<file path="src/rtl/can_fc_pkg.sv">
package can_fc_pkg;
  typedef enum logic [1:0] {
    FC_ACTIVE  = 2'b00,
    FC_PASSIVE = 2'b01,
    FC_BUSOFF  = 2'b10
  } fc_state_e;

  typedef struct packed {
    logic tx_err;
    logic rx_err;
    logic tx_ok;
    logic rx_ok;
    logic ack_err;
  } fc_events_t;
endpackage

</file>
<file path="src/rtl/can_fc_recovery.sv">
module can_fc_recovery #(
  parameter int RUN = 11
) (
  input  logic clk,
  input  logic rst_n,
  input  logic busoff,
  input  logic bit_strobe,
  input  logic bit_recessive,
  output logic step
);
  localparam int SW = $clog2(RUN);
  localparam logic [SW-1:0] LAST = SW'(RUN - 1);

  logic [SW-1:0] run_q;

  // one recovery step per completed recessive run
  assign step = busoff && bit_strobe && bit_recessive && (run_q == LAST);

  always_ff @(posedge clk) begin
    if (!rst_n || !busoff) begin
      run_q <= '0;
    end else if (bit_strobe) begin
      if (!bit_recessive || step) run_q <= '0;
      else                        run_q <= run_q + 1'b1;
    end
  end
endmodule

</file>
<file path="src/rtl/can_fc_host_xfer.sv">
module can_fc_host_xfer #(
  parameter int CW   = 8,
  parameter int SYNC = 2
) (
  input  logic          clk,
  input  logic          rst_n,
  input  logic          freeze,
  input  logic          wr_valid,
  output logic          wr_ready,
  input  logic [CW-1:0] wr_tec,
  input  logic [CW-1:0] wr_rec,
  output logic          commit,
  output logic [CW-1:0] commit_tec,
  output logic [CW-1:0] commit_rec,
  output logic          busy
);
  logic            req_tgl, ack_tgl;
  logic [SYNC-1:0] req_pipe, ack_pipe;
  logic [CW-1:0]   aux_tec, aux_rec;

  assign busy       = req_tgl != ack_pipe[SYNC-1];
  assign wr_ready   = freeze && !busy;
  assign commit     = req_pipe[SYNC-1] != ack_tgl;
  assign commit_tec = aux_tec;
  assign commit_rec = aux_rec;

  // host side: park data, flip request
  always_ff @(posedge clk) begin
    if (!rst_n) begin
      req_tgl <= 1'b0;
      aux_tec <= '0;
      aux_rec <= '0;
    end else if (wr_valid && wr_ready) begin
      req_tgl <= ~req_tgl;
      aux_tec <= wr_tec;
      aux_rec <= wr_rec;
    end
  end

  // counter side: synchronize request, flip acknowledge on commit
  always_ff @(posedge clk) begin
    if (!rst_n) begin
      req_pipe <= '0;
      ack_pipe <= '0;
      ack_tgl  <= 1'b0;
    end else begin
      req_pipe <= {req_pipe[SYNC-2:0], req_tgl};
      ack_pipe <= {ack_pipe[SYNC-2:0], ack_tgl};
      if (commit) ack_tgl <= ~ack_tgl;
    end
  end
endmodule

</file>
<file path="src/rtl/can_fc_counters.sv">
module can_fc_counters
  import can_fc_pkg::*;
#(
  parameter int CW        = 8,
  parameter int TX_STEP   = 8,
  parameter int RECOV_LIM = 128
) (
  input  logic          clk,
  input  logic          rst_n,
  input  fc_events_t    ev,
  input  logic          rec_step,
  input  logic          commit,
  input  logic [CW-1:0] commit_tec,
  input  logic [CW-1:0] commit_rec,
  output logic [CW-1:0] tec,
  output logic [CW-1:0] rec,
  output fc_state_e     state,
  output logic          busoff,
  output logic          irq
);
  localparam logic [CW:0]   TEC_MAX = {1'b0, {CW{1'b1}}};
  localparam logic [CW:0]   STEP_X  = (CW+1)'(TX_STEP);
  localparam logic [CW-1:0] REC_END = CW'(RECOV_LIM - 1);

  logic [CW-1:0] tec_n, rec_n;
  logic          boff_n, irq_n;
  logic          passive, tx_hit;
  logic [CW:0]   tx_sum;

  // the passive threshold is half the counter range: the counter MSB
  assign passive = tec[CW-1] | rec[CW-1];
  assign tx_hit  = ev.tx_err | (ev.ack_err & ~passive);
  assign tx_sum  = {1'b0, tec} + STEP_X;

  always_comb begin
    tec_n  = tec;
    rec_n  = rec;
    boff_n = busoff;
    irq_n  = 1'b0;
    if (commit) begin
      tec_n = commit_tec;
      rec_n = commit_rec;
    end else if (busoff) begin
      if (rec_step) begin
        if (tec == REC_END) begin
          boff_n = 1'b0;
          tec_n  = '0;
          rec_n  = '0;
        end else begin
          tec_n = tec + 1'b1;
        end
      end
    end else begin
      if (tx_hit) begin
        if (tx_sum > TEC_MAX) begin
          boff_n = 1'b1;
          irq_n  = 1'b1;
          tec_n  = '0;
        end else begin
          tec_n = tx_sum[CW-1:0];
        end
      end else if (ev.tx_ok && tec != '0) begin
        tec_n = tec - 1'b1;
      end
      if (ev.rx_err) begin
        if (rec != '1) rec_n = rec + 1'b1;
      end else if (ev.rx_ok && rec != '0) begin
        rec_n = rec - 1'b1;
      end
    end
  end

  always_ff @(posedge clk) begin
    if (!rst_n) begin
      tec    <= '0;
      rec    <= '0;
      busoff <= 1'b0;
      irq    <= 1'b0;
    end else begin
      tec    <= tec_n;
      rec    <= rec_n;
      busoff <= boff_n;
      irq    <= irq_n;
    end
  end

  always_comb begin
    if (busoff)       state = FC_BUSOFF;
    else if (passive) state = FC_PASSIVE;
    else              state = FC_ACTIVE;
  end
endmodule

</file>
<file path="src/rtl/can_fault_conf.sv">
module can_fault_conf
  import can_fc_pkg::*;
#(
  parameter int CW        = 8,
  parameter int TX_STEP   = 8,
  parameter int RUN       = 11,
  parameter int RECOV_LIM = 128,
  parameter int SYNC      = 2
) (
  input  logic            clk,
  input  logic            rst_n,
  input  logic            tx_err,
  input  logic            rx_err,
  input  logic            tx_ok,
  input  logic            rx_ok,
  input  logic            ack_err,
  input  logic            bit_strobe,
  input  logic            bit_recessive,
  input  logic            freeze,
  input  logic            host_wr_valid,
  output logic            host_wr_ready,
  input  logic [2*CW-1:0] host_wr_data,
  output logic            host_busy,
  output logic [2*CW-1:0] host_rdata,
  output logic [CW-1:0]   tec,
  output logic [CW-1:0]   rec,
  output logic [1:0]      fc_state,
  output logic            busoff_irq
);
  fc_events_t    ev;
  fc_state_e     state;
  logic          busoff, rec_step, commit;
  logic [CW-1:0] c_tec, c_rec;

  assign ev = '{tx_err: tx_err, rx_err: rx_err, tx_ok: tx_ok,
                rx_ok: rx_ok, ack_err: ack_err};

  can_fc_recovery #(.RUN(RUN)) u_recov (
    .clk(clk), .rst_n(rst_n), .busoff(busoff),
    .bit_strobe(bit_strobe), .bit_recessive(bit_recessive), .step(rec_step)
  );

  can_fc_host_xfer #(.CW(CW), .SYNC(SYNC)) u_xfer (
    .clk(clk), .rst_n(rst_n), .freeze(freeze),
    .wr_valid(host_wr_valid), .wr_ready(host_wr_ready),
    .wr_tec(host_wr_data[CW-1:0]), .wr_rec(host_wr_data[2*CW-1:CW]),
    .commit(commit), .commit_tec(c_tec), .commit_rec(c_rec), .busy(host_busy)
  );

  can_fc_counters #(.CW(CW), .TX_STEP(TX_STEP), .RECOV_LIM(RECOV_LIM)) u_cnt (
    .clk(clk), .rst_n(rst_n), .ev(ev), .rec_step(rec_step),
    .commit(commit), .commit_tec(c_tec), .commit_rec(c_rec),
    .tec(tec), .rec(rec), .state(state), .busoff(busoff), .irq(busoff_irq)
  );

  assign fc_state   = state;
  assign host_rdata = {rec, tec};
endmodule

</file>
<file path="config.mk">
export PLATFORM = sky130hd
export DESIGN_NAME = can_fault_conf
export DESIGN_NICKNAME = d
export VERILOG_FILES = /design/src/rtl/can_fc_pkg.sv /design/src/rtl/can_fc_recovery.sv /design/src/rtl/can_fc_host_xfer.sv /design/src/rtl/can_fc_counters.sv /design/src/rtl/can_fault_conf.sv
export SDC_FILE = /design/constraint.sdc
export NUM_CORES = 1
export LEC_CHECK = 0
export ABC_AREA = 0
export BUFFER_PORTS_ARGS = -buffer_cell sky130_fd_sc_hd__clkbuf_2
export CORE_UTILIZATION = 55
export CTS_CLUSTER_SIZE = 28
export DETAILED_ROUTE_END_ITERATION = 6
export PLACE_DENSITY = 0.89
export SLEW_MARGIN = 20
export SYNTH_ARGS = -nofsm -noshare
export SYNTH_HDL_FRONTEND = slang
export SYNTH_SLANG_ARGS = --single-unit
</file>
<file path="constraint.sdc">
create_clock -name clk -period 4.2 [get_ports clk]
set_input_delay 0 -clock clk [delete_from_list [all_inputs] [get_ports clk]]
set_output_delay 0 -clock clk [all_outputs]
set_load 0.02 [all_outputs]
</file>
==> results.md, run 1 <==
- Outcome: complete, no violations
- Most used flip-flop cell after synthesis: dfxtp_1
- Synthesized area: 2880 µm²
- Crit path kind: register to register
- Crit path max-delay family: simple AND/OR/NAND/NOR gates
- Drt drc: 0
- Net switching power: 0.000648 W
- Clk_skew: 7.54 ps
- CTS tree: built
- Vias per inst: 5.69
- CTS buffer count: 5
- Die Span X: 74.4 µm
- Drt wl/cell: 15.2 µm
- Post-Route WL: 7.17 mm
- Yosys reg bits: 44
- Port Buffer Count: 63
- Largest net degree at the start of global routing: 41
- Antenna violations before repair: 0
- Area of the core: 4880 µm²
- Slew @ Worst Pin: 745 ps
- Comb pwr share: 43.7%
- CTS H-tree lvls: 2
- Share of power burned in registers: 37.5%
- Crit path cell chain: nand4_1 -> nor3_1 -> nand2_1 -> nand3_1 -> o311ai_0 -> o211a_1
- Antenna cells: 0
- Worst path required time: 4400 ps
- Setup TNS: 0 ps
- Final RePlAce weighted congestion: 0.924
- Clock power share: 18.9%
- Critical path startpoint category: register
- Achievable Freq: 0.395 GHz
- Max Slew Vio Count: 0
- Final period utilization: 60.3%
- Clock Tree Buf Depth: 2
- CTS Root Cell: clkbuf_8
- Number of global-route vias before repair: 2466
- Gate Count Post-Synth: 352
- Critical Path AT: 2740 ps
- Clock latency on the worst-skew pair: 310 ps
- Syn nets: 394
- Num rows: 25
- Async S/R FF share, synth: 0%
- Iteration-0 DRC Markers: 329
- Grt total ovfl: 0
- DRT Pass-1 Iters: 7
- Die outline area: 5540 µm²
- Crit Path Max Fanout: 16
- Final Hold Viols: 0
- Post-CTS Setup Repair Bufs: 0
- CP peak stage delay: 650 ps
- Hold Path Class: input pin to register
- Antenna Nets Post-Route: 0
- Unique cell type count in the Yosys netlist: 55
- Post-synth EDFFs: 0
- Syn avg cell area: 8.19 µm²
- Vias post-DR: 2686
- Post-layout util: 68.3%
- Minimum clock period: 2530 ps
- Sequential-to-total area share from yosys stat: 30.5%
- Starting Density: 59.1%
- Switching share of power: 42.4%
- Hold_buf cts: 17
- Buf/Inv on CP: 0
- Fraction of layout cells with a size suffix above 1: 20.5%
- Internal power: 0.000880 W
- CTS resizes: 0
- Die Span Y: 74.4 µm
- Power Density: 458 nW/µm²
- Clock Sink Count: 44
- Number of I/O pins: 64
- Endpoint class of the critical path: register
- Leakage: 1.42 nW
- Finished layout cell area: 3330 µm²
- Yosys Warn Count: 0
- CP max stage cell: dfxtp_1
- Post-DP HPWL: 4.92 mm
- Final Hold Slack: 147 ps
- First-pass GRT wire length: 11.7 mm
- Peak supply drop: 0.000272 V
- Area Overhead vs Synth: 15.6%
- # fillers: 420
- Post-Place Cell Area: 3070 µm²
- Slew headroom: 50.2%
- Reg clk slew, reported paths: 90 ps
- Final setup violation count: 0
- RSZ-0062 raised after global routing: no
- GRT Total Usage: 28.2%
- # nets final: 446
- Total of max-cap violations: 0
-- cell families (layout without fill, tap and decap cells) --
kind of cell,count (synthesis),after routing,synth area share (%)
flip-flops,44,44,30.5
AO/OA/AOI/OAI,91,91,24.3
adder cells (fa/ha/maj),15,15,6.77
XOR/XNOR,23,23,7.77
buffers and inverters,50,103,9.63
AND/OR/NAND/NOR,129,129,21.0
-- area by class of cell --
type	count	area (µm²)	share of cell area, %
inverter	14	52.6	1.58
clock buffer	6	82.6	2.48
multi-input combinational	258	1730	51.8
tap	67	83.8	2.52
clock inverter	2	15.0	0.450
timing repair buffer	81	493	14.8
sequential	44	881	26.4
-- stage by stage --
step                      total power, W  std cells  setup WS [ps]
final                            0.00153        472           1670
after CTS                        0.00152        472           1690
after global routing             0.00163        472           1410
after detailed placement         0.00123        447           1720
after global placement           0.00121        447           1790
after floorplan                  0.00111        352           1940
-- tightest hold or removal path, stage by stage --
cell	delay [ps]
clkbuf_2	90
inv_1	40
o21ai_0	70
nand3_1	160
nor2_1	60
-- synth_stat cells, drive strengths merged, types with 5 or more instances --
cell	count	share of area, %
and2	8	1.7
inv	14	1.8
dfxtp	44	31
o21ai	17	3.0
nor3	9	1.6
clkbuf	9	1.2
nand3	6	1.0
buf	27	6.6
nor2	19	2.5
ha	14	6.1
xnor2	13	4.5
a21boi	16	4.2
a221oi	5	1.5
xor2	10	3.3
a21oi	13	2.3
o211a	5	1.7
nand2	63	8.2
-- path summary, 6_finish.rpt --
| check | start | to | slack, ps | depth (start not counted) |
|---|---|---|---|---|
| min reg2reg | u_xfer.ack_pipe[0]$_SDFF_PN0_ | u_xfer.ack_pipe[1]$_SDFF_PN0_ | 440 | 1 |
| min | bit_recessive | u_recov.run_q[0]$_SDFFE_PP0P_ | 150 | 5 |
| max reg2reg | u_cnt.tec[5]$_SDFFE_PN0P_ | u_cnt.rec[2]$_SDFFE_PN0P_ | 1670 | 6 |
| max | u_cnt.tec[5]$_SDFFE_PN0P_ | u_cnt.rec[2]$_SDFFE_PN0P_ | 1670 | 6 |
-- per-layer routing --
metal	track usage (%)	routed length, µm
met1	36.5	3140
met2	46.9	3390
met3	5.69	527
met4	9.43	114
met5	0	0
-- registers in the layout (all words and copies together), names as in the netlist --
name and cells:
u_cnt.busoff 1, u_cnt.irq 1, u_cnt.rec 8, u_cnt.tec 8
u_recov.run_q 4, u_xfer.ack_pipe 2, u_xfer.ack_tgl 1, u_xfer.commit_rec 8
u_xfer.commit_tec 8, u_xfer.req_pipe 2, u_xfer.req_tgl 1
-- power by group through the flow --
stage / clock (W) / sequential [W] / combinational [W]
2_1_floorplan: 0 / 0.000573 / 0.000534
3_3_place_gp: 0 / 0.000576 / 0.000635
3_5_place_dp: 0 / 0.000579 / 0.000646
4_1_cts: 0.000290 / 0.000569 / 0.000662
5_1_grt: 0.000310 / 0.000582 / 0.000734
6_report: 0.000288 / 0.000572 / 0.000667
-- placed cells by master (no fill, tap or decap), drive strengths merged, types with 14 or more instances in the layout --
cell / synthesis / routed
clkbuf: 9 / 69
nand2: 63 / 63
dfxtp: 44 / 44
nor2: 19 / 19
dlygate4sd3: 0 / 17
o21ai: 17 / 17
a21boi: 16 / 16
inv: 14 / 14
ha: 14 / 14
No activity file was read; power rests on OpenSTA's default activity.
==> run 2, diff against run 1 <==
==> constraint.sdc (replaced) <==
create_clock -name clk -period 2.4 [get_ports clk]
set_input_delay 0 -clock clk [delete_from_list [all_inputs] [get_ports clk]]
set_output_delay 0 -clock clk [all_outputs]
set_load 0.02 [all_outputs]
==> run 2 against run 1 <==
Effect of this change: clock skew rose by 1.1 ps; highest routed layer unchanged; global-route usage rose by 0.31 points; largest cell class unchanged; die area unchanged; cell count is 3.8% higher; routed wire length up 1.8%; total power grew 80%; clock power grew 59%; fmax grew 14%; count of clock-buffer cells in the layout is 1 lower; worst hold slack improved by 9.1 ps; combinational power increased by 100%; critical path depth is 3 higher.
==> results.md, run 2 (synthesis results as in run 1) <==
- Die outline area: 5540 µm² (unchanged)
- Comb pwr share: 48.9% (+5.2 points)
- Post-Route WL: 7.30 mm (+1.8%)
- Peak supply drop: 0.000418 V (+54%)
- Power Density: 792 nW/µm² (+73%)
- Buf/Inv on CP: 2 (+2)
- GRT Total Usage: 28.5% (+0.31 points)
- Critical Path AT: 2450 ps (-290 ps)
- Critical path startpoint category: register
- Final RePlAce weighted congestion: 0.956 (+3.5%)
- Clock latency on the worst-skew pair: 300 ps (about the same)
- Share of power burned in registers: 34.4% (-3.1 points)
- # nets final: 465 (+4.3%)
- # fillers: 373 (-11%)
- Port Buffer Count: 63 (unchanged)
- Placed insts: 466 (+4.3%)
- CTS buffer count: 5 (unchanged)
- Worst path required time: 2640 ps (-1760 ps)
- Outcome: complete, no violations
- Clk_skew: 8.63 ps (+1.09 ps)
- Clock power share: 16.7% (-2.2 points)
- WL met1: 3.14 mm (+0.13%)
- Slew headroom: 52.8% (+2.6 points)
- Crit path max-delay family: compound AO/OA/AOI/OAI gates
- Setup TNS: 0 ps (unchanged)
- Most frequent cells in the layout: nand2_1, clkbuf_2, dfxtp_1
- Hold Path Class: input pin to register
- Clock Tree Buf Depth: 2 (unchanged)
- CTS Root Cell: clkbuf_8
- Uppermost layer routed: met4
- Internal power: 0.00159 W (+81%)
- Number of I/O pins: 64 (unchanged)
- Num rows: 25 (unchanged)
- CTS tree: built
- Vias per inst: 5.69 (about the same)
- DRT Pass-1 Iters: 5 (-2)
- CP max stage cell: o32ai_4
- Post-layout util: 71.1% (+2.7 points)
- Slew @ Worst Pin: 705 ps (-39.5 ps)
- Total of max-cap violations: 0 (unchanged)
- RSZ-0062 raised after global routing: no
- Net switching power: 0.00115 W (+78%)
- Clock Sink Count: 44 (unchanged)
- Final setup violation count: 0 (unchanged)
- Achievable Freq: 0.452 GHz (+14%)
- Non-Filler Instances: 490 (+3.8%)
- Crit Path Max Fanout: 6 (-10)
- Antenna violations before repair: 0 (unchanged)
- Final period utilization: 92.2% (+32 points)
- Area Overhead vs Synth: 20.2%
- Number of global-route vias before repair: 2568 (+4.1%)
- Post-DP HPWL: 5.20 mm (+5.7%)
- Iteration-0 DRC Markers: 328 (-0.30%)
- Antenna Nets Post-Route: 0 (unchanged)
- WL met3: 546 µm (+3.6%)
- Endpoint class of the critical path: register
- Largest net degree at the start of global routing: 41 (unchanged)
- Crit path cell chain: buf_4 -> inv_1 -> ha_1 -> nand2_1 -> o2111ai_4 -> o32ai_4 -> o31ai_4 -> or3_1 -> a21boi_1
- Leakage: 1.51 nW (+6.5%)
- Drt drc: 0 (unchanged)
- Antenna cells: 0 (unchanged)
- Drt wl/cell: 14.9 µm (-1.9%)
- Met2 wire len: 3.47 mm (+2.3%)
- Post-CTS Setup Repair Bufs: 0 (unchanged)
- Grt total ovfl: 0 (unchanged)
- Final Hold Viols: 0 (unchanged)
- First-pass GRT wire length: 11.9 mm (+1.6%)
- Reg clk slew, reported paths: 90 ps (about the same)
- Starting Density: 59.1% (unchanged)
- Max Slew Vio Count: 0 (unchanged)
- Vias post-DR: 2788 (+3.8%)
- Fraction of layout cells with a size suffix above 1: 24.6% (+4.1 points)
- Area of the core: 4880 µm² (unchanged)
- CP peak stage delay: 420 ps (-230 ps)
- CTS H-tree lvls: 2 (unchanged)
- Die Span X: 74.4 µm (unchanged)
- Die Span Y: 74.4 µm (unchanged)
- Crit path kind: register to register
- Switching share of power: 42.0% (-0.39 points)
- Minimum clock period: 2210 ps (-319 ps)
-- run 2: worst min-delay path, cell delays in order --
cell and delay (ps):
clkbuf_2 90, inv_1 40, o21ai_0 70, nand3_1 160, nor2_1 60
-- run 2: what timing repair did --
item	CTS	global route
resized for setup	0	4
hold endpoints to repair	17	0
setup endpoints to repair	0	2
hold buffers	17	0
-- run 2: power by group through the flow --
stage | Sequential [W] | Combinational, W | Clock (W)
2_1_floorplan | 0.00100 | 0.000934 | 0
3_3_place_gp | 0.000944 | 0.00127 | 0
3_5_place_dp | 0.000950 | 0.00130 | 0
4_1_cts | 0.000933 | 0.00133 | 0.000462
5_1_grt | 0.000957 | 0.00146 | 0.000491
6_report | 0.000944 | 0.00134 | 0.000458
-- run 2: worst paths after layout --
path                            startpoint  slack (ps)  cells past startpoint                             to
max              u_cnt.tec[4]$_SDFFE_PN0P_         190                      9      u_cnt.tec[2]$_SDFFE_PN0P_
min                          bit_recessive         160                      5  u_recov.run_q[0]$_SDFFE_PP0P_
max reg2reg      u_cnt.tec[4]$_SDFFE_PN0P_         190                      9      u_cnt.tec[2]$_SDFFE_PN0P_
min reg2reg  u_xfer.req_pipe[0]$_SDFF_PN0_         440                      1  u_xfer.req_pipe[1]$_SDFF_PN0_
-- run 2: layout make-up --
type                            count  area [µm²]  share of cell area [%]
Sequential cell                    44         886                    25.6
Multi-Input combinational cell    258        1730                    49.8
Clock inverter                      2        12.5                   0.361
Inverter                           14        52.6                    1.52
Tap cell                           67        83.8                    2.42
Clock buffer                        5        68.8                    1.98
Timing Repair Buffer              100         636                    18.3
-- run 2: metrics by stage --
stage                     area (µm²)  power [W]  hold WS [ps]  worst slack [ps]
final                           3470    0.00274           156               186
after CTS                       3460    0.00272           154               144
after detailed placement        3210    0.00225           244               165
after floorplan                 2880    0.00194          94.6               145
after global placement          3210    0.00221           237               255
after global routing            3470    0.00291           216              23.1
-- run 2: routing by layer --
layer,up-vias,GRT usage [%]
met5,-,0
met4,0,10.1
met3,16,6.23
met2,130,47.9
met1,1287,36.0
li1,1355,-
==> run 3, diff against run 2 <==
--- a/config.mk
+++ b/config.mk
@@ -10,7 +10,7 @@
 export CORE_UTILIZATION = 55
 export CTS_CLUSTER_SIZE = 28
 export DETAILED_ROUTE_END_ITERATION = 6
-export PLACE_DENSITY = 0.89
+export PLACE_DENSITY = 0.81
 export SLEW_MARGIN = 20
 export SYNTH_ARGS = -nofsm -noshare
 export SYNTH_HDL_FRONTEND = slang
==> run 3 against run 2 <==
Effect of this change: combinational power decreased by 6%; sequential share of layout area about the same; count of clock-buffer cells in the layout unchanged; global-route usage decreased by 0.55 points; non-clock buffer count decreased by 6; critical path depth decreased by 2; die area unchanged; design area decreased by 0.40%; clock skew about the same; first-iteration DRC count increased by 3.7%; critical path type unchanged.
==> results.md, run 3 (synthesis results as in run 1) <==
- Net switching power: 0.00116 W (+0.46%)
- Leakage: 1.50 nW (-0.78%)
- Clock power share: 21.3% (+4.6 points)
- Number of I/O pins: 64 (unchanged)
- Achievable Freq: 0.445 GHz (-1.4%)
- Non-Filler Instances: 485 (-1.0%)
- R2R cell count: 7 (-2)
- Post-DP HPWL: 5.15 mm (-1.1%)
- Largest net degree at the start of global routing: 41 (unchanged)
- # fillers: 399 (+7.0%)
- Hold Crit Depth: 5 (unchanged)
- Hold Startpoint: bit_recessive
- Switching share of power: 41.0% (-0.99 points)
- Area occupied by multi-input gates: 1730 µm² (+0.14%)
- Most frequent cells in the layout: nand2_1, clkbuf_2, dfxtp_1
- Starting Density: 59.1% (unchanged)
- Die Span Y: 74.4 µm (unchanged)
- Crit Path Max Fanout: 6 (unchanged)
- GRT Total Usage: 28.0% (-0.55 points)
- Crit path max-delay family: compound AO/OA/AOI/OAI gates
- Number of global-route vias before repair: 2536 (-1.2%)
- Vias post-DR: 2773 (-0.54%)
- Area of the core: 4880 µm² (unchanged)
- Area Overhead vs Synth: 19.7%
- Worst setup margin: 155 ps (-31.6 ps)
- Iteration-0 DRC Markers: 340 (+3.7%)
- Drt drc: 0 (unchanged)
- Post-CTS Setup Repair Bufs: 0 (unchanged)
- Antenna Nets Post-Route: 0 (unchanged)
- Critical path startpoint category: register
- Worst r2r src: u_cnt.tec[3]$_SDFFE_PN0P_
- Clk_skew: 8.89 ps (+0.257 ps)
- Worst path required time: 2650 ps (about the same)
- Minimum clock period: 2250 ps (+31.6 ps)
- Reg2Reg Setup Slack: 150 ps (-30 ps)
- Port Buffer Count: 63 (unchanged)
- CTS Root Cell: clkbuf_8
- Comb pwr share: 44.6% (-4.3 points)
- DRT Pass-1 Iters: 5 (unchanged)
- Max Slew Vio Count: 0 (unchanged)
- Clock Tree Buf Depth: 2 (unchanged)
- Pre-CTS WS: 190 ps (+24.9 ps)
- Die Span X: 74.4 µm (unchanged)
- WL met1: 3.27 mm (+3.9%)
- Peak supply drop: 0.000389 V (-6.8%)
- Hold Path Class: input pin to register
- Reg clk slew, reported paths: 100 ps (about the same)
- CTS buffer count: 5 (unchanged)
- Setup TNS: 0 ps (unchanged)
- Vias per inst: 5.72 (+0.49%)
- Hold Path Sink: u_recov.run_q[0]$_SDFFE_PP0P_
- Share of power burned in registers: 34.1% (-0.3 points)
- Buf/Inv on CP: 0 (-2)
- Crit path kind: register to register
- First-pass GRT wire length: 11.9 mm (unchanged)
- Placed insts: 460 (-1.3%)
- Met2 wire len: 3.36 mm (-3.2%)
- # nets final: 459 (-1.3%)
- Slew @ Worst Pin: 670 ps (-35.3 ps)
- Clock latency on the worst-skew pair: 310 ps (about the same)
- Post-layout util: 70.8% (-0.28 points)
- Die outline area: 5540 µm² (unchanged)
- Design Power: 0.00282 W (+2.9%)
- Drt wl/cell: 15.0 µm (+1.0%)
- Endpoint class of the critical path: register
- WL met3: 523 µm (-4.2%)
- Post-Route WL: 7.30 mm (about the same)
- Slew headroom: 55.3% (+2.5 points)
- Antenna cells: 0 (unchanged)
- Uppermost layer routed: met4
- CTS tree: built
- Power Density: 818 nW/µm² (+3.3%)
- CP max stage cell: dfxtp_1
- Total of max-cap violations: 0 (unchanged)
- Register area: 881 µm² (-0.56%)
- Final setup violation count: 0 (unchanged)
- Num rows: 25 (unchanged)
- Clock Sink Count: 44 (unchanged)
- Fraction of layout cells with a size suffix above 1: 23.2% (-1.4 points)
- Antenna violations before repair: 0 (unchanged)
- Final RePlAce weighted congestion: 0.948 (-0.87%)
- Crit path cell chain: ha_1 -> nand3_1 -> xnor2_2 -> o32ai_4 -> o31ai_4 -> or3_1 -> a21boi_1
- RSZ-0062 raised after global routing: no
- CP peak stage delay: 470 ps (+50 ps)
- Final Hold Viols: 0 (unchanged)
- Internal power: 0.00167 W (+4.7%)
- Grt total ovfl: 0 (unchanged)
- Critical Path AT: 2490 ps (+40 ps)
- Final period utilization: 93.6% (+1.3 points)
- Outcome: complete, no violations
- CTS H-tree lvls: 2 (unchanged)
- Worst R2R End: u_cnt.tec[2]$_SDFFE_PN0P_
==> run 3: repair_timing <==
item / CTS / global route
setup endpoints to repair: 0 / 1
hold buffers: 17 / 0
hold endpoints to repair: 17 / 0
resized for setup: 0 / 1
==> run 3: worst max-delay path by stage <==
| stage | start | to | cells after the start |
|---|---|---|---|
| 2_1_floorplan | u_cnt.tec[3]$_SDFFE_PN0P_ | u_cnt.tec[2]$_SDFFE_PN0P_ | 9 |
| 3_3_place_gp | u_cnt.tec[3]$_SDFFE_PN0P_ | u_cnt.tec[2]$_SDFFE_PN0P_ | 7 |
| 3_5_place_dp | u_cnt.tec[3]$_SDFFE_PN0P_ | u_cnt.tec[2]$_SDFFE_PN0P_ | 7 |
| 4_1_cts | u_cnt.tec[3]$_SDFFE_PN0P_ | u_cnt.tec[2]$_SDFFE_PN0P_ | 7 |
| 5_1_grt | u_cnt.tec[3]$_SDFFE_PN0P_ | u_cnt.tec[5]$_SDFFE_PN0P_ | 7 |
| 6_report | u_cnt.tec[3]$_SDFFE_PN0P_ | u_cnt.tec[2]$_SDFFE_PN0P_ | 7 |
==> run 3: through the flow <==
stage	cell area, µm²	hold WS (ps)
after floorplan	2880	94.6
after detailed placement	3160	244
final	3450	174
after global placement	3160	236
after global routing	3450	232
after CTS	3450	177
==> run 3: area by class of cell <==
cell class              count  area share, %
repair buffers             94           17.1
clock inverters             3           1.34
well taps                  67           2.43
flip-flops and latches     44           25.5
inverters                  14           1.52
clock buffers               5           1.99
multi-input cells         258           50.1
==> run 3: worst min-delay path, cell delays in order <==
cell and delay [ps]:
clkbuf_2 90, inv_1 40, o21ai_0 80, nand3_1 160
nor2_1 70
==> run 3: power groups by stage <==
| stage | Clock, W | Sequential, W | Combinational, W |
|---|---|---|---|
| final | 0.000602 | 0.000963 | 0.00126 |
| after global routing | 0.000640 | 0.000982 | 0.00137 |
| after CTS | 0.000607 | 0.000957 | 0.00125 |
| after detailed placement | 0 | 0.000973 | 0.00122 |
| after global placement | 0 | 0.000968 | 0.00120 |
| after floorplan | 0 | 0.00100 | 0.000934 |
==> run 3: layer usage <==
metal	GRT usage, %	vias to the layer above
li1	-	1347
met1	37.2	1280
met2	45.2	128
met3	5.96	18
met4	8.81	0
met5	0	-
